`config.mk`:
```
export PLATFORM = sky130hd
export DESIGN_NAME = nand_bus_front
export DESIGN_NICKNAME = d
export VERILOG_FILES = /design/src/rtl/nbf_pkg.sv /design/src/rtl/nbf_ctrl.sv /design/src/rtl/nbf_datapath.sv /design/src/rtl/nand_bus_front.sv
export SDC_FILE = /design/constraint.sdc
export NUM_CORES = 1
export LEC_CHECK = 0
export BUFFER_PORTS_ARGS = -buffer_cell sky130_fd_sc_hd__buf_2
export CORE_UTILIZATION = 30
export DETAILED_ROUTE_END_ITERATION = 16
export GPL_ROUTABILITY_DRIVEN = 0
export PLACE_DENSITY = 0.62
export REMOVE_ABC_BUFFERS = 1
export SLEW_MARGIN = 10
export SYNTH_ARGS = -nofsm -noshare
export SYNTH_HDL_FRONTEND = slang
export SYNTH_SLANG_ARGS = --single-unit
```
`constraint.sdc`:
```
create_clock -name clk -period 2.92 [get_ports clk]
set_input_delay 0.438 -clock clk [delete_from_list [all_inputs] [get_ports clk]]
set_output_delay 0.438 -clock clk [all_outputs]
set_load 0.02 [all_outputs]
```
`src/rtl/nbf_pkg.sv`:
```
package nbf_pkg;
  localparam int DW = 8;
  localparam int ADDR_BYTES = 3;
  localparam logic [DW-1:0] CMD_READ  = 8'h00;
  localparam logic [DW-1:0] CMD_PROG  = 8'h10;
  localparam logic [DW-1:0] CMD_ERASE = 8'hD0;

  typedef struct packed {
    logic latchCmd;
    logic latchAddr;
    logic latchData;
    logic incCol;
    logic loadCol;
  } nbf_strobe_t;
endpackage

```
`src/rtl/nbf_ctrl.sv`:
```
module nbf_ctrl
  import nbf_pkg::*;
#(
  parameter int READ_LAT = 8,
  parameter int PROG_LAT = 20
) (
  input  logic          clk,
  input  logic          rstN,
  input  logic          ceN,
  input  logic          cmdStrobe,
  input  logic          addrStrobe,
  input  logic          wrEnN,
  input  logic          rdEnN,
  input  logic          protN,
  input  logic [DW-1:0] ioIn,
  output nbf_strobe_t   strb,
  output logic [1:0]    addrIdx,
  output logic          busy,
  output logic          standby,
  output logic          protoErr
);
  localparam int MAXL = (READ_LAT > PROG_LAT) ? READ_LAT : PROG_LAT;
  localparam int CW = $clog2(MAXL + 1);

  logic wePrev, rePrev;
  logic busyIsRead, readMode, readActive;
  logic [CW-1:0] busyCnt;
  logic weRise, reFall, wrEvent, bothHigh, readGo, progGo, isStartOp;

  assign weRise    = !wePrev && wrEnN;
  assign reFall    = rePrev && !rdEnN;
  assign wrEvent   = weRise && !ceN && !busy;
  assign bothHigh  = wrEvent && cmdStrobe && addrStrobe;
  assign isStartOp = (ioIn == CMD_PROG) || (ioIn == CMD_ERASE);

  always_comb begin
    strb.latchCmd  = wrEvent && cmdStrobe && !addrStrobe;
    strb.latchAddr = wrEvent && addrStrobe && !cmdStrobe && (addrIdx < 2'(ADDR_BYTES));
    strb.latchData = wrEvent && !cmdStrobe && !addrStrobe;
    strb.incCol    = reFall && !ceN && !busy && !standby;
    strb.loadCol   = busy && busyIsRead && (busyCnt == '0);
  end

  assign readGo = strb.latchAddr && readMode && (addrIdx == 2'(ADDR_BYTES - 1));
  assign progGo = strb.latchCmd && isStartOp && protN;

  always_ff @(posedge clk or negedge rstN) begin
    if (!rstN) begin
      wePrev <= 1'b1;
      rePrev <= 1'b1;
    end else begin
      wePrev <= wrEnN;
      rePrev <= rdEnN;
    end
  end

  always_ff @(posedge clk or negedge rstN) begin
    if (!rstN) begin
      busy       <= 1'b0;
      busyIsRead <= 1'b0;
      busyCnt    <= '0;
    end else if (busy) begin
      if (busyCnt == '0) busy <= 1'b0;
      else               busyCnt <= busyCnt - 1'b1;
    end else if (readGo) begin
      busy       <= 1'b1;
      busyIsRead <= 1'b1;
      busyCnt    <= CW'(READ_LAT - 1);
    end else if (progGo) begin
      busy       <= 1'b1;
      busyIsRead <= 1'b0;
      busyCnt    <= CW'(PROG_LAT - 1);
    end
  end

  always_ff @(posedge clk or negedge rstN) begin
    if (!rstN) begin
      addrIdx    <= '0;
      readMode   <= 1'b0;
      readActive <= 1'b0;
      protoErr   <= 1'b0;
      standby    <= 1'b0;
    end else begin
      if (strb.latchCmd) begin
        addrIdx    <= '0;
        readMode   <= (ioIn == CMD_READ);
        readActive <= 1'b0;
        protoErr   <= 1'b0;
      end else begin
        if (strb.latchAddr) addrIdx <= addrIdx + 1'b1;
        if (readGo)         readActive <= 1'b1;
        if (bothHigh)       protoErr <= 1'b1;
      end
      if (!ceN)                            standby <= 1'b0;
      else if (readActive && !busy)        standby <= 1'b1;
    end
  end
endmodule

```
`src/rtl/nbf_datapath.sv`:
```
module nbf_datapath
  import nbf_pkg::*;
(
  input  logic            clk,
  input  logic            rstN,
  input  nbf_strobe_t     strb,
  input  logic [1:0]      addrIdx,
  input  logic [DW-1:0]   ioIn,
  input  logic [DW-1:0]   arrayData,
  output logic [DW-1:0]   cmdReg,
  output logic [DW-1:0]   colAddr,
  output logic [2*DW-1:0] rowAddr,
  output logic [DW-1:0]   dataByte,
  output logic            dataValid,
  output logic [DW-1:0]   ioOut
);
  logic [DW-1:0] colByte;

  assign ioOut = arrayData;

  always_ff @(posedge clk or negedge rstN) begin
    if (!rstN) begin
      cmdReg    <= '1;
      colByte   <= '0;
      rowAddr   <= '0;
      colAddr   <= '0;
      dataByte  <= '0;
      dataValid <= 1'b0;
    end else begin
      dataValid <= strb.latchData;
      if (strb.latchData) dataByte <= ioIn;
      if (strb.latchCmd)  cmdReg <= ioIn;
      if (strb.latchAddr) begin
        case (addrIdx)
          2'd0:    colByte <= ioIn;
          2'd1:    rowAddr[DW-1:0] <= ioIn;
          default: rowAddr[2*DW-1:DW] <= ioIn;
        endcase
      end
      if (strb.loadCol)     colAddr <= colByte;
      else if (strb.incCol) colAddr <= colAddr + 1'b1;
    end
  end
endmodule

```
`src/rtl/nand_bus_front.sv`:
```
module nand_bus_front
  import nbf_pkg::*;
#(
  parameter int READ_LAT = 8,
  parameter int PROG_LAT = 20
) (
  input  logic        clk,
  input  logic        rstN,
  input  logic        ceN,
  input  logic        cmdStrobe,
  input  logic        addrStrobe,
  input  logic        wrEnN,
  input  logic        rdEnN,
  input  logic        protN,
  input  logic [7:0]  ioIn,
  input  logic [7:0]  arrayData,
  output logic [7:0]  ioOut,
  output logic        ioOe,
  output logic        rbPullLow,
  output logic        standby,
  output logic        protoErr,
  output logic [7:0]  cmdReg,
  output logic [7:0]  colAddr,
  output logic [15:0] rowAddr,
  output logic [7:0]  dataByte,
  output logic        dataValid
);
  nbf_strobe_t strb;
  logic [1:0]  addrIdx;
  logic        busy;

  nbf_ctrl #(.READ_LAT(READ_LAT), .PROG_LAT(PROG_LAT)) ctrl_i (
    .clk(clk), .rstN(rstN), .ceN(ceN), .cmdStrobe(cmdStrobe),
    .addrStrobe(addrStrobe), .wrEnN(wrEnN), .rdEnN(rdEnN), .protN(protN),
    .ioIn(ioIn), .strb(strb), .addrIdx(addrIdx), .busy(busy),
    .standby(standby), .protoErr(protoErr)
  );

  nbf_datapath dp_i (
    .clk(clk), .rstN(rstN), .strb(strb), .addrIdx(addrIdx), .ioIn(ioIn),
    .arrayData(arrayData), .cmdReg(cmdReg), .colAddr(colAddr),
    .rowAddr(rowAddr), .dataByte(dataByte), .dataValid(dataValid),
    .ioOut(ioOut)
  );

  assign rbPullLow = busy;
  assign ioOe      = !ceN && !rdEnN && !standby;
endmodule

```
==> results.txt <==
Post-Route WL: 6.41 mm
Syn Std Cell Area: 2910 sq um
Final Max Slew Viols: 0
Largest net degree at the start of global routing: 37
First-pass GRT wire length: 10.6 mm
Die area: 10100 sq um
Starting Density: 31.2%
Number of library cell types mapped by synthesis: 47
Layout cell share with drive strength beyond 1: 42.1%
Hold buffer count at CTS: 0
Post-CTS Resized: 0
RSZ-0062 raised after global routing: no
FF+latch count, synth: 64
DR vias: 2043
Critical Path RT: 3.14 ns
Setup Skew: 0.00661 ns
I/O pin total: 77
Overflow left after global routing: 0
Critical Path End Type: register
Area Overhead vs Synth: 21.1%
Cell Rows: 35
Clk pin slew, worst setup/hold paths: 0.07 ns
Clk sinks: 64
FF-to-FF path depth: 4
Leakage: 1.79 nW
Clk pwr share: 26.7%
Synth Instances: 245
Antenna Nets Post-Route: 0
Max-cap violations: 0
Setup violations, final: 0
Antenna fix cells: 0
Worst Hold Class: input port to asynchronous set/reset pin
Total GRT Usage: 14.0%
Nets@finish: 334
Pint: 2.04 mW
EDFF count, synth: 0
Status: completed
Slew @ Worst Pin: 0.811 ns
Asr flop ratio synth: 100%
VDD IR max: 389 uV
Routed WL per cell: 14.6 um
TritonCTS buffer count: 9
Tot Pwr: 3.02 mW
Antenna violations before repair: 0
Fmax: 419 MHz
CTS tree: yes
Detailed Place HPWL: 4.64 mm
Gate power share: 28.8%
Die span in x: 100 um
Core Box Area: 9330 sq um
Post-CTS setup repair buffer count: 0
Flop pwr share: 44.5%
Final hold viol count: 0
Nature of the critical path startpoint: register
Slew margin rel.: 45.9%
Die extent in y: 100 um
Syn Area/Cell: 11.9 sq um
Main synth FF type: dfrtp_1
Ys Warns: 0
Switching share of power: 32.6%
Number of remaining DRC errors: 0
Largest buffer count on any clock path: 2
Port bufs: 60
DRT iter0 DRCs: 74
Fin crit share: 81.7%
Sequential area share after synthesis: 55.5%
WP data arrival: 2.61 ns
Vias in the first global route: 2112
# H-tree levels: 3
Pwr dens: 858 nW/um^2
NetSw: 985 uW
Critical path class: register to register
DRT Pass-1 Iters: 4
Worst skew pair latency: 0.34 ns
Via/cell ratio: 4.66
Crit-path max FO: 8
TNS Setup: 0 ns
Root buffer cell: clkbuf_8
Min Tclk post-route: 2.39 ns
[cells in the final DEF, fill, tap and decap left out, types with 3 or more instances in the layout]
| master | n |
|---|---|
| nor3_1 | 6 |
| a32oi_1 | 3 |
| nand3_1 | 7 |
| ha_1 | 6 |
| dfrtp_1 | 54 |
| and3_1 | 4 |
| nor2_1 | 9 |
| xor2_1 | 3 |
| o21ai_0 | 4 |
| clkbuf_8 | 13 |
| nand2_1 | 35 |
| a21oi_1 | 3 |
| mux2_2 | 27 |
| a221o_1 | 3 |
| dfstp_2 | 10 |
| mux2_4 | 8 |
| buf_2 | 60 |
| inv_1 | 13 |
| buf_4 | 5 |
[stage by stage]
step | hold slack, ns | worst slack [ns] | instance area (sq um) | utilization (%) | cells
2_1_floorplan | 0.142 | 0.508 | 2800 | - | 228
3_3_place_gp | 0.445 | 0.428 | 3300 | 35.4 | 422
3_5_place_dp | 0.451 | 0.385 | 3300 | 35.4 | 422
4_1_cts | 0.184 | 0.526 | 3520 | 37.7 | 438
5_1_grt | 0.185 | 0.440 | 3520 | 37.7 | 438
6_report | 0.194 | 0.534 | 3520 | 37.7 | 438
[area by class of cell]
| type | count | area, sq um |
|---|---|---|
| tap | 129 | 161 |
| inverter | 13 | 48.8 |
| sequential | 64 | 1610 |
| timing repair buffer | 65 | 338 |
| clock inverter | 2 | 35.0 |
| clock buffer | 14 | 183 |
| fill | 919 | 5810 |
| multi-input combinational | 151 | 1140 |
[state kept, by name, indices dropped and copies added (netlist names)]
register           flops
ctrl_i.busyCnt         5
ctrl_i.readMode        1
dp_i.cmdReg            8
ctrl_i.addrIdx         2
dp_i.dataValid         1
ctrl_i.busyIsRead      1
ctrl_i.wePrev          1
dp_i.colAddr           8
dp_i.dataByte          8
ctrl_i.standby         1
ctrl_i.busy            1
dp_i.colByte           8
dp_i.rowAddr          16
ctrl_i.protoErr        1
ctrl_i.rePrev          1
ctrl_i.readActive      1
[power groups by stage]
stage          registers, mW  clock network, mW  logic [mW]
5_1_grt                 1.38              0.861       0.960
4_1_cts                 1.35              0.834       0.883
3_3_place_gp            1.36                  0       0.861
6_report                1.35              0.806       0.870
2_1_floorplan           1.54                  0       0.372
3_5_place_dp            1.36                  0       0.880
[synthesized netlist by cell type (2+ instances only)]
master / n / share of area [%]
or3_1: 2 / 0.43
mux2i_1: 2 / 0.69
a21o_1: 2 / 0.52
nand2_1: 35 / 4.5
nor2_1: 9 / 1.2
mux2_2: 27 / 10
clkbuf_1: 7 / 0.90
buf_4: 8 / 2.1
nand3_1: 7 / 1.2
a221o_1: 3 / 1.0
a32oi_1: 3 / 0.90
mux2_4: 8 / 4.1
dfrtp_1: 54 / 46
ha_1: 6 / 2.6
dfstp_2: 10 / 9.0
and3_1: 4 / 0.86
nor3_1: 6 / 1.0
inv_1: 13 / 1.7
a21oi_1: 3 / 0.52
o21ai_0: 4 / 0.69
xor2_1: 3 / 0.90
xnor2_1: 2 / 0.60
a22o_1: 2 / 0.60
a21bo_2: 2 / 0.69
[critical path: stages (launching register included)]
cell and delay, ns:
dfrtp_1 0.37, or4b_1 0.69, or2_1 0.30, or3_1 0.54
mux2_4 0.38
[final timing paths]
kind,slack [ns],start,to
max,0.53,ctrl_i.busy,dp_i.rowAddr[15]
min,0.19,rstN,dp_i.rowAddr[11]
max reg2reg,0.53,ctrl_i.busy,dp_i.rowAddr[15]
min reg2reg,0.46,dp_i.cmdReg[2],dp_i.cmdReg[2]
max in group asynchronous,1.95,rstN,dp_i.cmdReg[3]
min in group clk,0.21,wrEnN,ctrl_i.wePrev
[layer usage]
metal  vias up  wire length, um  GRT usage, %
met4         0               76          5.02
met5         -                0             0
met3         8              412          6.13
li1        959                -             -
met2        63             2930          21.4
met1      1013             3000          17.6
[cells by family (layout without fill, tap and decap cells)]
family	count (synthesis)	count (layout)	synth area share, %
AO/OA/AOI/OAI	27	27	7.23
XOR/XNOR	5	5	1.51
adder cells (fa/ha/maj)	6	6	2.58
buffers and inverters	30	94	5.21
flip-flops	64	64	55.5
multiplexers	37	37	15.3
AND/OR/NAND/NOR	76	76	12.7
Power figures use the tool's default switching activity.
